`config.mk`:
```
export PLATFORM = sky130hd
export DESIGN_NAME = pinbank_gpio
export DESIGN_NICKNAME = d
export VERILOG_FILES = /design/src/rtl/pinbank_pkg.sv /design/src/rtl/pinbank_rst_sync.sv /design/src/rtl/pinbank_sync.sv /design/src/rtl/pinbank_bank.sv /design/src/rtl/pinbank_gpio.sv
export SDC_FILE = /design/constraint.sdc
export NUM_CORES = 1
export LEC_CHECK = 0
export ABC_AREA = 1
export ABC_CLOCK_PERIOD_IN_PS = 50000
export BUFFER_PORTS_ARGS = -buffer_cell sky130_fd_sc_hd__buf_2
export CAP_MARGIN = 20
export CORE_MARGIN = 2
export CORE_UTILIZATION = 40
export CTS_BUF_LIST = sky130_fd_sc_hd__clkbuf_16
export DETAILED_ROUTE_END_ITERATION = 12
export SETUP_SLACK_MARGIN = 0.3
export SLEW_MARGIN = 5
export SYNTH_ARGS = -nofsm -noshare
export SYNTH_HDL_FRONTEND = slang
export SYNTH_SLANG_ARGS = --single-unit
```
`constraint.sdc`:
```
create_clock -name clk -period 50 [get_ports clk]
set_input_delay 10 -clock clk [delete_from_list [all_inputs] [get_ports clk]]
set_output_delay 10 -clock clk [all_outputs]
set_load 0.005 [all_outputs]
```
`src/rtl/pinbank_pkg.sv`:
```
package pinbank_pkg;
  localparam int NBANKS = 3;
  localparam int NPINS  = 30;
  localparam int DATA_W = 32;
  localparam int ADDR_W = 8;

  typedef enum logic [3:0] {
    GRP_DIR  = 4'h0,
    GRP_SNS  = 4'h2,
    GRP_KIND = 4'h3,
    GRP_MASK = 4'h4,
    GRP_FLAG = 4'h5,
    GRP_OWN  = 4'h6,
    GRP_DIN  = 4'h7,
    GRP_DOUT = 4'h8
  } grp_e;
endpackage

```
`src/rtl/pinbank_rst_sync.sv`:
```
module pinbank_rst_sync (
  input  logic clk,
  input  logic rst_n,
  output logic rst_sync_n
);
  logic stage_q;

  always_ff @(posedge clk or negedge rst_n) begin
    if (!rst_n) begin
      stage_q    <= 1'b0;
      rst_sync_n <= 1'b0;
    end else begin
      stage_q    <= 1'b1;
      rst_sync_n <= stage_q;
    end
  end
endmodule

```
`src/rtl/pinbank_sync.sv`:
```
module pinbank_sync #(
  parameter int W = 30
) (
  input  logic         clk,
  input  logic         rst_n,
  input  logic [W-1:0] raw_i,
  output logic [W-1:0] sync_o
);
  logic [W-1:0] meta_q;

  always_ff @(posedge clk or negedge rst_n) begin
    if (!rst_n) begin
      meta_q <= '0;
      sync_o <= '0;
    end else begin
      meta_q <= raw_i;
      sync_o <= meta_q;
    end
  end
endmodule

```
`src/rtl/pinbank_bank.sv`:
```
module pinbank_bank
  import pinbank_pkg::*;
#(
  parameter int NPINS = pinbank_pkg::NPINS
) (
  input  logic             clk,
  input  logic             rst_n,
  input  logic             wr_en,
  input  logic [3:0]       grp,
  input  logic [NPINS-1:0] wdata,
  input  logic [NPINS-1:0] pin_sync,
  output logic [NPINS-1:0] rdata,
  output logic [NPINS-1:0] pad_out,
  output logic [NPINS-1:0] pad_oe,
  output logic [NPINS-1:0] pad_own,
  output logic             irq
);
  logic [NPINS-1:0] dir_q, sns_q, kind_q, mask_q, flag_q, own_q, dout_q, prev_q;
  logic [NPINS-1:0] dir_d, sns_d, kind_d, mask_d, flag_d, own_d, dout_d;
  logic [NPINS-1:0] at_level, edge_hit, trig;
  logic             cfg_en, flag_wr;

  // trigger detection on the synchronized input
  always_comb begin
    at_level = ~(pin_sync ^ sns_q);
    edge_hit = at_level & (prev_q ^ sns_q);
    trig     = (kind_q & edge_hit) | (~kind_q & at_level);
  end

  // next-state
  always_comb begin
    cfg_en  = wr_en;
    flag_wr = wr_en && (grp == GRP_FLAG);
    dir_d   = dir_q;
    sns_d   = sns_q;
    kind_d  = kind_q;
    mask_d  = mask_q;
    own_d   = own_q;
    dout_d  = dout_q;
    case (grp)
      GRP_DIR:  dir_d  = wdata;
      GRP_SNS:  sns_d  = wdata;
      GRP_KIND: kind_d = wdata;
      GRP_MASK: mask_d = wdata;
      GRP_OWN:  own_d  = wdata;
      GRP_DOUT: dout_d = wdata;
      default:  ;
    endcase
    flag_d = (flag_wr ? (flag_q & wdata) : flag_q) | trig;
  end

  // configuration registers
  always_ff @(posedge clk or negedge rst_n) begin
    if (!rst_n) begin
      dir_q  <= '1;
      sns_q  <= '0;
      kind_q <= '0;
      mask_q <= '0;
      own_q  <= '0;
      dout_q <= '0;
    end else if (cfg_en) begin
      dir_q  <= dir_d;
      sns_q  <= sns_d;
      kind_q <= kind_d;
      mask_q <= mask_d;
      own_q  <= own_d;
      dout_q <= dout_d;
    end
  end

  // flags and edge history
  always_ff @(posedge clk or negedge rst_n) begin
    if (!rst_n) begin
      flag_q <= '0;
      prev_q <= '0;
    end else begin
      flag_q <= flag_d;
      prev_q <= pin_sync;
    end
  end

  always_comb begin
    case (grp)
      GRP_DIR:  rdata = dir_q;
      GRP_SNS:  rdata = sns_q;
      GRP_KIND: rdata = kind_q;
      GRP_MASK: rdata = mask_q;
      GRP_FLAG: rdata = flag_q;
      GRP_OWN:  rdata = own_q;
      GRP_DIN:  rdata = pin_sync;
      GRP_DOUT: rdata = dout_q;
      default:  rdata = '0;
    endcase
  end

  assign pad_own = own_q;
  assign pad_oe  = own_q & ~dir_q;
  assign pad_out = dout_q;
  assign irq     = |(dir_q & mask_q & flag_q);

  // without a flag write, no set flag may drop
  a_r8_no_spurious_clear: assert property (@(posedge clk) disable iff (!rst_n)
    !$past(flag_wr) |-> ((flag_q & $past(flag_q)) == $past(flag_q)));

  // a newly set edge flag needs the input to have arrived at the sensed level
  a_r6_edge_needs_arrival: assert property (@(posedge clk) disable iff (!rst_n)
    ((flag_q & ~$past(flag_q) & $past(kind_q)) &
     ~($past(prev_q ^ sns_q) & ~$past(pin_sync ^ sns_q))) == '0);

  // a newly set level flag needs the input to sit at the sensed level
  a_r7_level_needs_match: assert property (@(posedge clk) disable iff (!rst_n)
    (flag_q & ~$past(flag_q) & ~$past(kind_q) & $past(pin_sync ^ sns_q)) == '0);
endmodule

```
`src/rtl/pinbank_gpio.sv`:
```
module pinbank_gpio
  import pinbank_pkg::*;
#(
  parameter int NBANKS = pinbank_pkg::NBANKS,
  parameter int NPINS  = pinbank_pkg::NPINS,
  parameter int DATA_W = pinbank_pkg::DATA_W,
  parameter int ADDR_W = pinbank_pkg::ADDR_W
) (
  input  logic                    clk,
  input  logic                    rst_n,
  input  logic                    bus_sel,
  input  logic                    bus_wr,
  input  logic [ADDR_W-1:0]       bus_addr,
  input  logic [DATA_W-1:0]       bus_wdata,
  output logic [DATA_W-1:0]       bus_rdata,
  input  logic [NBANKS*NPINS-1:0] pad_in,
  output logic [NBANKS*NPINS-1:0] pad_out,
  output logic [NBANKS*NPINS-1:0] pad_oe,
  output logic [NBANKS*NPINS-1:0] pad_own,
  output logic [NBANKS-1:0]       irq
);
  localparam int TOTAL = NBANKS * NPINS;

  logic             rst_sync_n;
  logic [TOTAL-1:0] pad_sync;
  logic [3:0]       grp;
  logic [1:0]       bsel;
  logic             addr_ok;
  logic [NPINS-1:0] rd_bank [NBANKS];
  logic             addr_unused;

  assign grp         = bus_addr[7:4];
  assign bsel        = bus_addr[3:2];
  assign addr_ok     = (bus_addr[1:0] == 2'b00);
  assign addr_unused = ^{bus_addr, bus_wdata};

  pinbank_rst_sync u_rst (
    .clk        (clk),
    .rst_n      (rst_n),
    .rst_sync_n (rst_sync_n)
  );

  pinbank_sync #(.W(TOTAL)) u_sync (
    .clk    (clk),
    .rst_n  (rst_sync_n),
    .raw_i  (pad_in),
    .sync_o (pad_sync)
  );

  for (genvar b = 0; b < NBANKS; b++) begin : g_bank
    logic hit;
    assign hit = bus_sel && bus_wr && addr_ok && (32'(bsel) == b);

    pinbank_bank #(.NPINS(NPINS)) u_bank (
      .clk      (clk),
      .rst_n    (rst_sync_n),
      .wr_en    (hit),
      .grp      (grp),
      .wdata    (bus_wdata[NPINS-1:0]),
      .pin_sync (pad_sync[b*NPINS +: NPINS]),
      .rdata    (rd_bank[b]),
      .pad_out  (pad_out[b*NPINS +: NPINS]),
      .pad_oe   (pad_oe[b*NPINS +: NPINS]),
      .pad_own  (pad_own[b*NPINS +: NPINS]),
      .irq      (irq[b])
    );
  end

  always_comb begin
    bus_rdata = '0;
    for (int b = 0; b < NBANKS; b++) begin
      if (bus_sel && !bus_wr && addr_ok && (32'(bsel) == b)) begin
        bus_rdata[NPINS-1:0] = rd_bank[b];
      end
    end
  end

  // a pad is never driven unless the GPIO function owns it
  a_r4_oe_needs_own: assert property (@(posedge clk) disable iff (!rst_sync_n)
    (pad_oe & ~pad_own) == '0);

  // the unused top bits never carry data
  a_r2_top_bits_zero: assert property (@(posedge clk) disable iff (!rst_sync_n)
    bus_rdata[DATA_W-1:NPINS] == '0);
endmodule

```
==> summary.txt <==
Clock tree
  – Clk slew on worst S/H paths: 0.06 ns
  – Worst skew pair latency: 0.68 ns
  – CTS Root Cell: clkbuf_16
  – Postcts setup bufs: 0
  – CTS tree: yes
  – Worst-case clock buffer depth: 3
  – TritonCTS Sinks: 902
  – H-tree Lvls: 3
  – Total CTS buffers: 101
  – Hold-fix buffers, CTS: 0
  – Post-CTS Resized: 0

Global routing
  – Antenna violations before repair: 10
  – Largest net degree at the start of global routing: 167
  – GR Util met1: 0.408
  – Vias in the first global route: 31558
  – Met3 Resource Use GR: 0.0746
  – GR Util All Layers: 0.290
  – Grt peak-use layer: met2
  – Overflow after GRT: 0
  – First-pass GRT wire length: 210 mm
  – Met2 Resource Use GR: 0.419

Timing
  – Final max-slew violation count: 0
  – RSZ-0062 raised after global routing: no
  – Tmin final: 23.76 ns
  – Fin Setup TNS: 0 ns
  – Final hold slack: 0.345 ns
  – Slew @ Worst Pin: 1.11 ns
  – Clock Skew: 0.0159 ns
  – Setup violators final: 0
  – Tcrit/Tclk final: 0.475
  – Endpoints failing hold: 0
  – Max_slew headroom: 0.260
  – FMAX: 42.1 MHz

Pwr
  – VDD IR max: 0.0248 mV
  – Power per cell area: 35.6 nW/um^2
  – Switching share of power: 0.245
  – Flop pwr share: 0.486
  – P_leak: 0.0209 uW
  – Clock power share: 0.461
  – Tot Pwr: 1600 uW
  – Gate power share: 0.053
  – Sw power: 392 uW
  – Int Pwr: 1200 uW

Logic synthesis
  – Post-Synth Adder-Cell Area: 0
  – Area share of the largest cell type after synthesis: 0.527
  – Area leader, netlist: dfrtp_1
  – Post-synthesis mux area share: 0
  – Post-synth EDFFs: 0
  – Syn Area/Cell: 8.51 um^2
  – Synth cell count leaders: nand2_1 (1384), dfrtp_1 (812), o21ai_1 (516)
  – Most frequent cell after synthesis: nand2_1
  – Yosys warns: 0
  – Largest family of logic cells by synthesized area: simple AND/OR/NAND/NOR gates
  – Prevailing post-synth register cell: dfrtp_1
  – Ranking of synthesized cells by area: dfrtp_1 (53%), nand2_1 (13%), o21ai_1 (6.7%), dfstp_2 (6.1%), nand3_1 (4.7%)
  – Simple-gate share of the synthesized area: 0.226
  – Complex-gate fraction of the synthesized area: 0.126
  – Register area share after synthesis: 0.588
  – Synthesized area: 38600 um^2
  – Post-Synth XOR/XNOR Area: 0
  – Count of cell types in the netlist: 30
  – Async set-reset flop share out of synthesis: 1.00
  – Gate Count Post-Synth: 4529
  – Yosys reg bits: 902

Floorplanning
  – Initial Util: 0.405
  – Die Y: 314 um
  – Top Ports: 439
  – Rows: 113
  – Die area: 98900 um^2
  – Die Wd: 314 um
  – Core area: 95300 um^2

Cells and area
  – Final nets: 5003
  – Flip-flop and latch area: 22700 um^2
  – Area grow syn2layout: 16.4%
  – Share of post-route cells with drive strength above 1: 0.153
  – Fillers: 9427
  – Footprint of the multi-input gates: 13700 um^2
  – Final cell count without fillers: 6224
  – Final Instance Area: 44900 um^2

Critical path
  – CP endpoint kind: output pin
  – Reg2reg start: u_rst.rst_sync_n$_DFF_PN0_
  – CP arrival: 13.76 ns
  – CP Launch Type: input port
  – Crit path max fanout: 45
  – Critical Path Source: bus_addr[7]
  – Critical path class: input port to output pin
  – WP data required: 40.00 ns

Placement
  – Placed insts: 6031
  – Dpl hpwl: 95.9 mm
  – RePlAce Congestion: 0.912
  – Placed Area: 41600 um^2
  – Port buffer count: 434

Drt
  – DRT iter0 DRCs: 3584
  – Vias/cell: 5.38
  – Routed WL per cell: 23.2 um
  – Routed Antenna Nets: 0
  – Vias: 33492
  – WL final: 144 mm
  – Initial DRT Pass Iterations: 5
  – Drt drc: 0

Hold path
  – HP Class: flip-flop to flip-flop
  – Min-Delay Startpoint: u_sync.meta_q[81]$_DFF_PN0_

Status
  – Outcome: complete, no violations

Job
  – Max Cap Viol: 0
## power groups by stage
| stage | logic (uW) | registers [uW] | clock network [uW] |
|---|---|---|---|
| 2_1_floorplan | 34.4 | 792 | 0 |
| 3_3_place_gp | 82.5 | 788 | 0 |
| 3_5_place_dp | 83.6 | 789 | 0 |
| 4_1_cts | 83.9 | 776 | 748 |
| 5_1_grt | 93.1 | 779 | 779 |
| 6_report | 84.1 | 776 | 736 |
## final timing paths
| path | slack [ns] | cells after the start | end |
|---|---|---|---|
| min reg2reg | 0.34 | 0 | u_sync.sync_o[81]$_DFF_PN0_ |
| max | 26.24 | 13 | bus_rdata[9] |
| min in group asynchronous | 0.40 | 0 | u_sync.sync_o[72]$_DFF_PN0_ |
| max reg2reg | 46.36 | 3 | u_sync.sync_o[54]$_DFF_PN0_ |
| min | 0.34 | 0 | u_sync.sync_o[81]$_DFF_PN0_ |
| max in group asynchronous | 40.78 | 1 | u_rst.rst_sync_n$_DFF_PN0_ |
## flip-flops by register name, summed over array words and instances (netlist names), 90 cells and up
name,cells
g_bank.u_bank.dir_q,90
g_bank.u_bank.flag_q,90
g_bank.u_bank.kind_q,90
g_bank.u_bank.mask_q,90
g_bank.u_bank.pad_out,90
g_bank.u_bank.pad_own,90
g_bank.u_bank.prev_q,90
g_bank.u_bank.sns_q,90
u_sync.meta_q,90
u_sync.sync_o,90
## cells in the final DEF, fill, tap and decap left out
| cell | synthesis | routed |
|---|---|---|
| nor2_4 | 2 | 6 |
| o21ai_1 | 516 | 516 |
| clkbuf_16 | 0 | 105 |
| nand4_1 | 20 | 20 |
| o2111ai_1 | 1 | 1 |
| dfstp_2 | 90 | 90 |
| o21ai_0 | 330 | 330 |
| nand2_2 | 7 | 17 |
| nand3_1 | 364 | 364 |
| nor3_2 | 0 | 2 |
| conb_1 | 2 | 3 |
| nor2_2 | 2 | 2 |
| dfrtp_4 | 0 | 1 |
| a21oi_1 | 5 | 5 |
| nand3_4 | 1 | 1 |
| nor3_4 | 2 | 2 |
| buf_12 | 0 | 2 |
| clkinv_1 | 0 | 26 |
| clkinv_4 | 0 | 2 |
| clkinv_2 | 1 | 25 |
| nand2_4 | 8 | 9 |
| o31ai_1 | 2 | 2 |
| inv_1 | 295 | 314 |
| bufinv_16 | 0 | 10 |
| nor2_1 | 350 | 346 |
| o22ai_1 | 23 | 23 |
| inv_2 | 9 | 7 |
| diode_2 | 0 | 5 |
| dfrtp_1 | 812 | 811 |
| nor3_1 | 7 | 5 |
| o311ai_1 | 29 | 29 |
| buf_2 | 84 | 434 |
| inv_4 | 0 | 1 |
| nand2_1 | 1384 | 1373 |
| clkinvlp_4 | 0 | 3 |
| buf_4 | 24 | 41 |
| o211ai_1 | 26 | 26 |
## area by class of cell
type                       instances  share of cell area
antenna                            5            0.000279
sequential                       902               0.506
clock inverter                    83              0.0139
multi-input combinational       3082               0.305
clock buffer                     105              0.0586
tap                             1265              0.0353
inverter                         305              0.0256
timing repair buffer             477              0.0562
## cells by family (layout without fill, tap and decap cells)
group,count (synthesis),count (layout)
other,2,8
and+or+nand+nor,2147,2147
AOI/OAI and AO/OA,932,932
DFF,902,902
buffers and inverters,546,970
## stage by stage
stage	utilization	setup WS, ns
after CTS	0.471	26.40
after global placement	0.437	26.46
after global routing	0.471	26.13
after detailed placement	0.437	26.42
after floorplan	-	23.15
final	0.471	26.24
## critical path, cell delays in order
cell and delay (ns):
buf_2 0.15, inv_1 0.09, nor2_2 0.83, nand2_1 0.16, clkinv_2 0.69, buf_4 0.78
nand2_1 0.10, nand2_1 0.10, nor2_1 0.05, nand2_1 0.09, nand2_1 0.17, nand3_1 0.33
buf_2 0.17
## metal layers
metal	part of all wire	wire length, um	up-vias
met5	0.00017	25	-
met1	0.42	60700	16228
met3	0.10	15100	280
met2	0.43	61800	1541
li1	-	-	15439
met4	0.045	6490	4
Note: power is estimated with default switching activity, not from simulation.
